--- src/rtl/lim_pkg.sv ---
package lim_pkg;

  typedef enum logic {
    LINK_FAIL = 1'b0,
    LINK_OK   = 1'b1
  } linkState_t;

  // strobes from control to the timer datapath
  typedef struct packed {
    logic clrLoss;
    logic incLoss;
    logic clrGap;
    logic incGap;
    logic arm;
    logic disarm;
  } limCmd_t;

  // flags from the datapath back to control
  typedef struct packed {
    logic lossLast;
    logic gapShort;
    logic gapLast;
    logic armed;
  } limStat_t;

endpackage

--- src/rtl/lim_timers.sv ---
module lim_timers
  import lim_pkg::*;
#(
  parameter int LOSS_TICKS = 75,
  parameter int MIN_GAP    = 6,
  parameter int MAX_GAP    = 50
) (
  input  logic     clk,
  input  logic     rstN,
  input  limCmd_t  cmd,
  output limStat_t stat
);

  localparam int LW = $clog2(LOSS_TICKS + 1);
  localparam int GW = $clog2(MAX_GAP + 1);
  localparam logic [LW-1:0] LOSS_LAST = LW'(LOSS_TICKS - 1);
  localparam logic [GW-1:0] GAP_MIN   = GW'(MIN_GAP);
  localparam logic [GW-1:0] GAP_MAX   = GW'(MAX_GAP);

  logic [LW-1:0] lossCnt;
  logic [GW-1:0] gapCnt;
  logic          armed;

  always_ff @(posedge clk or negedge rstN) begin
    if (!rstN) begin
      lossCnt <= '0;
    end else if (cmd.clrLoss) begin
      lossCnt <= '0;
    end else if (cmd.incLoss) begin
      lossCnt <= lossCnt + 1'b1;
    end
  end

  always_ff @(posedge clk or negedge rstN) begin
    if (!rstN) begin
      gapCnt <= '0;
      armed  <= 1'b0;
    end else begin
      if (cmd.clrGap) begin
        gapCnt <= '0;
      end else if (cmd.incGap) begin
        gapCnt <= gapCnt + 1'b1;
      end
      if (cmd.arm) begin
        armed <= 1'b1;
      end else if (cmd.disarm) begin
        armed <= 1'b0;
      end
    end
  end

  assign stat.lossLast = (lossCnt == LOSS_LAST);
  assign stat.gapShort = (gapCnt <= GAP_MIN);
  assign stat.gapLast  = (gapCnt == GAP_MAX);
  assign stat.armed    = armed;

  p_loss_bound_r2: assert property (@(posedge clk) disable iff (!rstN)
    lossCnt < LW'(LOSS_TICKS));

  p_gap_bound_r6: assert property (@(posedge clk) disable iff (!rstN)
    gapCnt <= GAP_MAX);

  p_clear_loss_r2: assert property (@(posedge clk) disable iff (!rstN)
    cmd.clrLoss |=> lossCnt == '0);

endmodule

--- src/rtl/lim_ctrl.sv ---
module lim_ctrl
  import lim_pkg::*;
(
  input  logic     clk,
  input  logic     rstN,
  input  logic     msTick,
  input  logic     linkPulseIn,
  input  logic     packetIn,
  input  limStat_t stat,
  output limCmd_t  cmd,
  output logic     isGood
);

  linkState_t state, stateNext;
  logic activity;

  assign activity = linkPulseIn | packetIn;

  always_comb begin
    cmd       = '0;
    stateNext = state;
    unique case (state)
      LINK_OK: begin
        if (activity) begin
          cmd.clrLoss = 1'b1;
        end else if (msTick) begin
          if (stat.lossLast) begin
            stateNext  = LINK_FAIL;
            cmd.disarm = 1'b1;
            cmd.clrGap = 1'b1;
          end else begin
            cmd.incLoss = 1'b1;
          end
        end
      end
      default: begin
        if (packetIn) begin
          stateNext   = LINK_OK;
          cmd.clrLoss = 1'b1;
          cmd.disarm  = 1'b1;
        end else if (linkPulseIn) begin
          if (stat.armed && !stat.gapShort) begin
            stateNext   = LINK_OK;
            cmd.clrLoss = 1'b1;
            cmd.disarm  = 1'b1;
          end else begin
            cmd.arm    = 1'b1;
            cmd.clrGap = 1'b1;
          end
        end else if (msTick && stat.armed) begin
          if (stat.gapLast) begin
            cmd.disarm = 1'b1;
          end else begin
            cmd.incGap = 1'b1;
          end
        end
      end
    endcase
  end

  always_ff @(posedge clk or negedge rstN) begin
    if (!rstN) begin
      state <= LINK_FAIL;
    end else begin
      state <= stateNext;
    end
  end

  assign isGood = (state == LINK_OK);

  p_rise_needs_rx_r4: assert property (@(posedge clk) disable iff (!rstN)
    $rose(isGood) |-> $past(activity));

  p_fall_needs_tick_r8: assert property (@(posedge clk) disable iff (!rstN)
    $fell(isGood) |-> $past(msTick && !activity));

  p_packet_restores_r3: assert property (@(posedge clk) disable iff (!rstN)
    (!isGood && packetIn) |=> isGood);

  p_good_holds_on_rx_r2: assert property (@(posedge clk) disable iff (!rstN)
    (isGood && activity) |=> isGood);

endmodule

--- src/rtl/link_integrity_monitor.sv ---
module link_integrity_monitor
  import lim_pkg::*;
#(
  parameter int LOSS_TICKS = 75,
  parameter int MIN_GAP    = 6,
  parameter int MAX_GAP    = 50
) (
  input  logic clk,
  input  logic rstN,
  input  logic msTick,
  input  logic linkPulseIn,
  input  logic packetIn,
  output logic linkGood,
  output logic txEnable
);

  limCmd_t  cmd;
  limStat_t stat;
  logic     isGood;

  lim_ctrl u_ctrl (
    .clk         (clk),
    .rstN        (rstN),
    .msTick      (msTick),
    .linkPulseIn (linkPulseIn),
    .packetIn    (packetIn),
    .stat        (stat),
    .cmd         (cmd),
    .isGood      (isGood)
  );

  lim_timers #(
    .LOSS_TICKS (LOSS_TICKS),
    .MIN_GAP    (MIN_GAP),
    .MAX_GAP    (MAX_GAP)
  ) u_timers (
    .clk  (clk),
    .rstN (rstN),
    .cmd  (cmd),
    .stat (stat)
  );

  assign linkGood = isGood;
  assign txEnable = isGood;

  p_enable_tracks_r7: assert property (@(posedge clk) disable iff (!rstN)
    txEnable == linkGood);

endmodule

--- config.mk ---
export PLATFORM = sky130hd
export DESIGN_NAME = link_integrity_monitor
export DESIGN_NICKNAME = d
export VERILOG_FILES = /design/src/rtl/lim_pkg.sv /design/src/rtl/lim_timers.sv /design/src/rtl/lim_ctrl.sv /design/src/rtl/link_integrity_monitor.sv
export SDC_FILE = /design/constraint.sdc
export NUM_CORES = 1
export LEC_CHECK = 0
export BUFFER_PORTS_ARGS = -buffer_cell sky130_fd_sc_hd__buf_2
export CAP_MARGIN = 20
export CELL_PAD_IN_SITES_DETAIL_PLACEMENT = 0
export CELL_PAD_IN_SITES_GLOBAL_PLACEMENT = 2
export CORE_ASPECT_RATIO = 0.5
export CORE_MARGIN = 2
export CORE_UTILIZATION = 33
export CTS_BUF_LIST = sky130_fd_sc_hd__clkbuf_8 sky130_fd_sc_hd__clkbuf_16
export CTS_CLUSTER_SIZE = 24
export DETAILED_ROUTE_END_ITERATION = 8
export PLACE_DENSITY = 0.81
export SYNTH_ARGS = -nofsm -noshare
export SYNTH_HDL_FRONTEND = slang
export SYNTH_SLANG_ARGS = --single-unit
--- constraint.sdc ---
create_clock -name clk -period 1.74 [get_ports clk]
set_input_delay 0.174 -clock clk [delete_from_list [all_inputs] [get_ports clk]]
set_output_delay 0.174 -clock clk [all_outputs]
set_load 0.05 [all_outputs]
# After elaboration in Yosys (flattened, before gate mapping)
# Cells that the tools add are included.
# totals
ff_bits	15
latch_bits	0
mem_bits_rw	0
rom_bits	0
input_bits	5
out_inout_bits	2
word_cells	50
n_memories	0
# op_classes
addsub	2
mul	0
div_mod_pow	0
magnitude_cmp	1
n_eq_ne	2
shifts	0
muxes	34
n_bitwise	1
reduce_logical	6
# ops
operator	count
$mux 1	26
$mux 7	2
$mux 6	2
$add 7x1->7 const B	1
$eq 7x7->1 const B	1
$add 6x1->6 const B	1
$eq 6x6->1 const B	1
$le 6x3->1 const B	1
$mux 2	3
$reduce_bool 2->1	3
$mux 3	1
$logic_and 1x1->1	2
$logic_not 1->1	1
$or 1x1->1	1

# Longest topological paths before layout
# logic_depth
depth_word	9
depth_mapped	6
depth_no_buf	6

# Cells and area by module
# Synthesis repeated with hierarchy kept, for this count alone.
# unflattened
cells_unflattened	91
area_unflattened_um2	863.3
# by_module_without_submodules
module	n_inst	cells_per_inst	area_per_inst_um2	seq_area_each_um2
lim_timers	1	70	703.2	350.3
lim_ctrl	1	20	152.6	25.0
link_integrity_monitor	1	1	7.5	0.0

# Worst setup path after synthesis
# No wires, ideal clock.
# synth_timing
path_type	reg-to-reg
start	register u_ctrl.state, in the netlist u_ctrl.isGood
end	register u_timers.gapCnt[0]
setup_time_ns	0.079
arrival_time_ns	1.631
required_time_ns	1.661
path_slack_ns	0.030
path_stages_with_launch	5
n_path_buf	0
synth_period_minus_slack_ns	1.710
cell_sequence	dfrtp_1 -> nor4b_4 -> nand2_1 -> or3_1 -> a21oi_1
# synth_between
elab_chain_cells	2
word_cells_on_any_way	4
cone_classes	3 x mux; 1 x reduce/logical
# synth_rtl
element	line	rtl
from (decl)	lim_ctrl.sv:14	linkState_t state, stateNext;
from (signal assigned)	lim_ctrl.sv:65	state <= stateNext;
$mux 1 / $mux 2 (equally long branches)	lim_ctrl.sv:22	unique case (state)
$mux 6 / $reduce_bool 2->1 (equally long branches)	n/a	
to (signal assigned)	lim_timers.sv:42	gapCnt <= gapCnt + 1'b1;
to (decl)	lim_timers.sv:21	logic [GW-1:0] gapCnt;
# Several ways; a longest one is shown, not always the timed one.
# A chain may end at the register's enable or synchronous reset.

# Final worst setup path
# layout_timing
start	register u_timers.gapCnt[1]
end	register u_timers.lossCnt[0]
# layout_between
elab_chain_cells	8
word_cells_on_any_way	9
cone_classes	1 x order compare; 5 x mux; 3 x reduce/logical
# layout_rtl
element	line	rtl
$le 6x3->1 (*)	lim_timers.sv:53	assign stat.gapShort = (gapCnt <= GAP_MIN);
$logic_not 1->1 (*)	lim_ctrl.sv:42	if (stat.armed && !stat.gapShort) begin
$logic_and 1x1->1 (*)	lim_ctrl.sv:42	
$mux 1 (*)	lim_ctrl.sv:42	
$mux 1 (*)	lim_ctrl.sv:41	end else if (linkPulseIn) begin
$mux 1 (*)	lim_ctrl.sv:37	if (packetIn) begin
$mux 1 (*)	lim_ctrl.sv:22	
$mux 7 / $reduce_bool 2->1 (equally long branches)	n/a	
to (signal assigned)	lim_timers.sv:30	lossCnt <= lossCnt + 1'b1;
to (decl)	lim_timers.sv:20	logic [LW-1:0] lossCnt;
# Mark *: on every way between the ends. The rest lies on a longest branch, timed or not.

==> metrics.cfg <==
[cts]
cts_buffers = 3
ctsResizeCount = 0
clk_latency_ns = 0.25
tritoncts = built
clock-root-buffer = clkbuf_8
clockBufferDepth = 2
htreeDepth = 1
clock_sinks = 15
cts.clk_slew.worst_paths_ns = 0.07

[critical_path]
crit_fanout = 7
start_kind = register
worstPathRequired_ns = 1.87
worstSetupEndpointType = register
path_class = register to register
arrival_ns = 1.76
startpoint = u_timers.gapCnt[1]
ff2ff_path_depth = 6
r2r_slack_ns = 0.10
rr_endpoint = u_timers.lossCnt[0]
reg2reg_from = u_timers.gapCnt[1]

[place]
place.gp.congestion = 0.7386
portBuffers = 6
dpl.hpwl_mm = 1.346
dp.cells = 144

[grt]
grt_pass1_vias = 670
grt_usage_pct = 13.99
grt_first_pass_wirelength_mm = 3.132
grt_max_degree = 16
grt_overflow_total = 0
antenna_found_initial = 0

[synthesis]
ys_types = 31
syn_inst = 94
synth.top_cells.by_count = dfrtp_1, nor2_1, nand2_1, xor2_1, a21oi_1
yosysWarnings = 0
syn_area_per_cell_um2 = 9.544
synth_area_leaders = dfrtp_1, xor2_1, ha_1
async_reset_ff_share_pct = 100.0
yosys.area.top_type_share_pct = 41.84
syn_area_um2 = 897.1
synth_flop_cell = dfrtp_1
synth-seq-area-share_pct = 41.84
synth_top_area_cell = dfrtp_1
synth-seq-cells = 15
synth_fp_nets = 103
yosysMostFrequentCell = dfrtp_1
synth_edf_count = 0

[final_layout]
fin_util_pct = 41.80
final_cell_count_no_fill = 149
syn_to_final_growth_pct = 20.50
antenna_cells = 0
nets = 122
drive_gt1_share_pct = 19.64

[routing]
wl_per_cell_um = 12.52
drc = 0
dr_total_vias = 718
drt_iter0_drc = 26
dr.pass1.iters = 4
vias_per_cell = 4.819
drt_wl_total_mm = 1.865
postRouteAntennaNets = 0

[die]
dieArea_um2 = 3177
rows = 13
core_um2 = 2586
die_h_um = 40.87
die_w_um = 77.74
start_util_pct = 34.69
pin_count = 7

[power_and_ir_drop]
clockPowerShare_pct = 41.2
leakagePower_nw = 0.4938
p_int_mw = 0.5333
sw_frac_of_total_pct = 23.52
power_frac_comb_pct = 7.9
switching_power_mw = 0.1640
powerDensity_nw_per_um2 = 645.0
ir_worst_vdd_uv = 205.7
seqPwrFrac_pct = 50.9

[sta]
fin_skew_ns = 0.006099
hold_ws_ns = 0.2399
relSlewSlack_pct = 76.48
drv_slew = 0
rsz0062_at_grt = false
setup_tns_ns = 0
fin_crit_ns = 1.636
worstMarginPinSlew_ns = 0.3528
max_freq_mhz = 611.1
post-route-period-util_pct = 94.04
setup_viol_count_final = 0
hold_viol_final = 0

[worst_hold_path]
hold_path.class = input port to register
hold_depth = 3
min_from = packetIn
whs_endpoint = u_ctrl.isGood

[job]
max_cap_violations = 0

[run_status]
outcome = complete, no violations

## cell families after synthesis
logic type	synth area share (%)
compound gates	10.60
flops	41.84
simple gates	29.57
mux	1.116
fa+ha+maj	5.579
buf+inv	2.510
xor+xnor	8.787
## placed cells by master, fill, tap and decap left out, types with 2 or more instances in the layout
master    instances
ha_1              4
xnor2_1           2
clkbuf_8          3
nand3_1           3
nand4_1           3
o21ai_0           3
buf_2             6
nor2_1           13
inv_1             5
or3_1             3
xor2_1            7
and4bb_2          2
and3_1            4
nand2b_1          2
buf_4             8
nand2_1           7
dfrtp_1          15
a21oi_1           6
## through the flow
stage                     cell area [µm²]  worst slack, ns  total power, mW
after floorplan                     897.1          0.02965           0.3861
after global placement               1026           0.1148           0.4154
after detailed placement             1026          0.09636           0.4157
after CTS                            1081          0.07723           0.7067
after global routing                 1081         0.006519           0.7352
final                                1081           0.1036           0.6973
## state kept, by name, indices dropped and copies added, names as in the netlist
register and count:
u_timers.armed 1, u_timers.gapCnt 6, u_timers.lossCnt 7, u_ctrl.isGood 1
## how the worst max path moves through the flow
stage,cells after the start,end,slack (ns)
floorplan,4,u_timers.gapCnt[0],0.03
global placement,6,u_timers.armed,0.11
CTS,6,u_timers.lossCnt[0],0.08
detailed placement,6,u_timers.armed,0.1
global route,6,u_timers.lossCnt[0],0.007
finish,6,u_timers.lossCnt[0],0.10
## power by group through the flow
stage | sequential (mW) | combinational (mW) | clock, mW
after global routing | 0.355 | 0.0615 | 0.319
after CTS | 0.355 | 0.0561 | 0.296
after global placement | 0.361 | 0.0543 | 0
after floorplan | 0.365 | 0.0215 | 0
after detailed placement | 0.361 | 0.0543 | 0
final | 0.355 | 0.0552 | 0.287
## final cells by class
| cell class | count | area (µm²) |
|---|---|---|
| fill | 271 | 1505 |
| inverter | 4 | 15.01 |
| multi-input combinational | 74 | 499.2 |
| tap | 37 | 46.29 |
| timing repair buffer | 15 | 100.1 |
| sequential | 15 | 375.4 |
| clock buffer | 3 | 41.29 |
| clock inverter | 1 | 3.754 |
## worst max-delay path, cell delays in order (launching register included)
cell      delay, ns
dfrtp_1        0.42
ha_1           0.22
nand3b_1       0.16
a21boi_0       0.18
buf_4          0.16
o22a_1         0.28
nor2_1         0.09
## what timing repair did
| action | CTS | global route |
|---|---|---|
| hold endpoints to repair | 15 | 0 |
| buffers inserted | 0 | 0 |
| hold buffers | 1 | 0 |
## layer usage
layer  vias up  global-route usage (%)  routed length [µm]  part of all wire, %
met1       340                   17.62                 960                   51
met5         -                       0                   0                    0
met4         0                   6.696                  28                  1.5
met2         8                   21.98                 824                   44
li1        368                       -                   -                    -
met3         2                   5.286                  51                  2.7
Note: power is estimated with default switching activity, not from simulation.
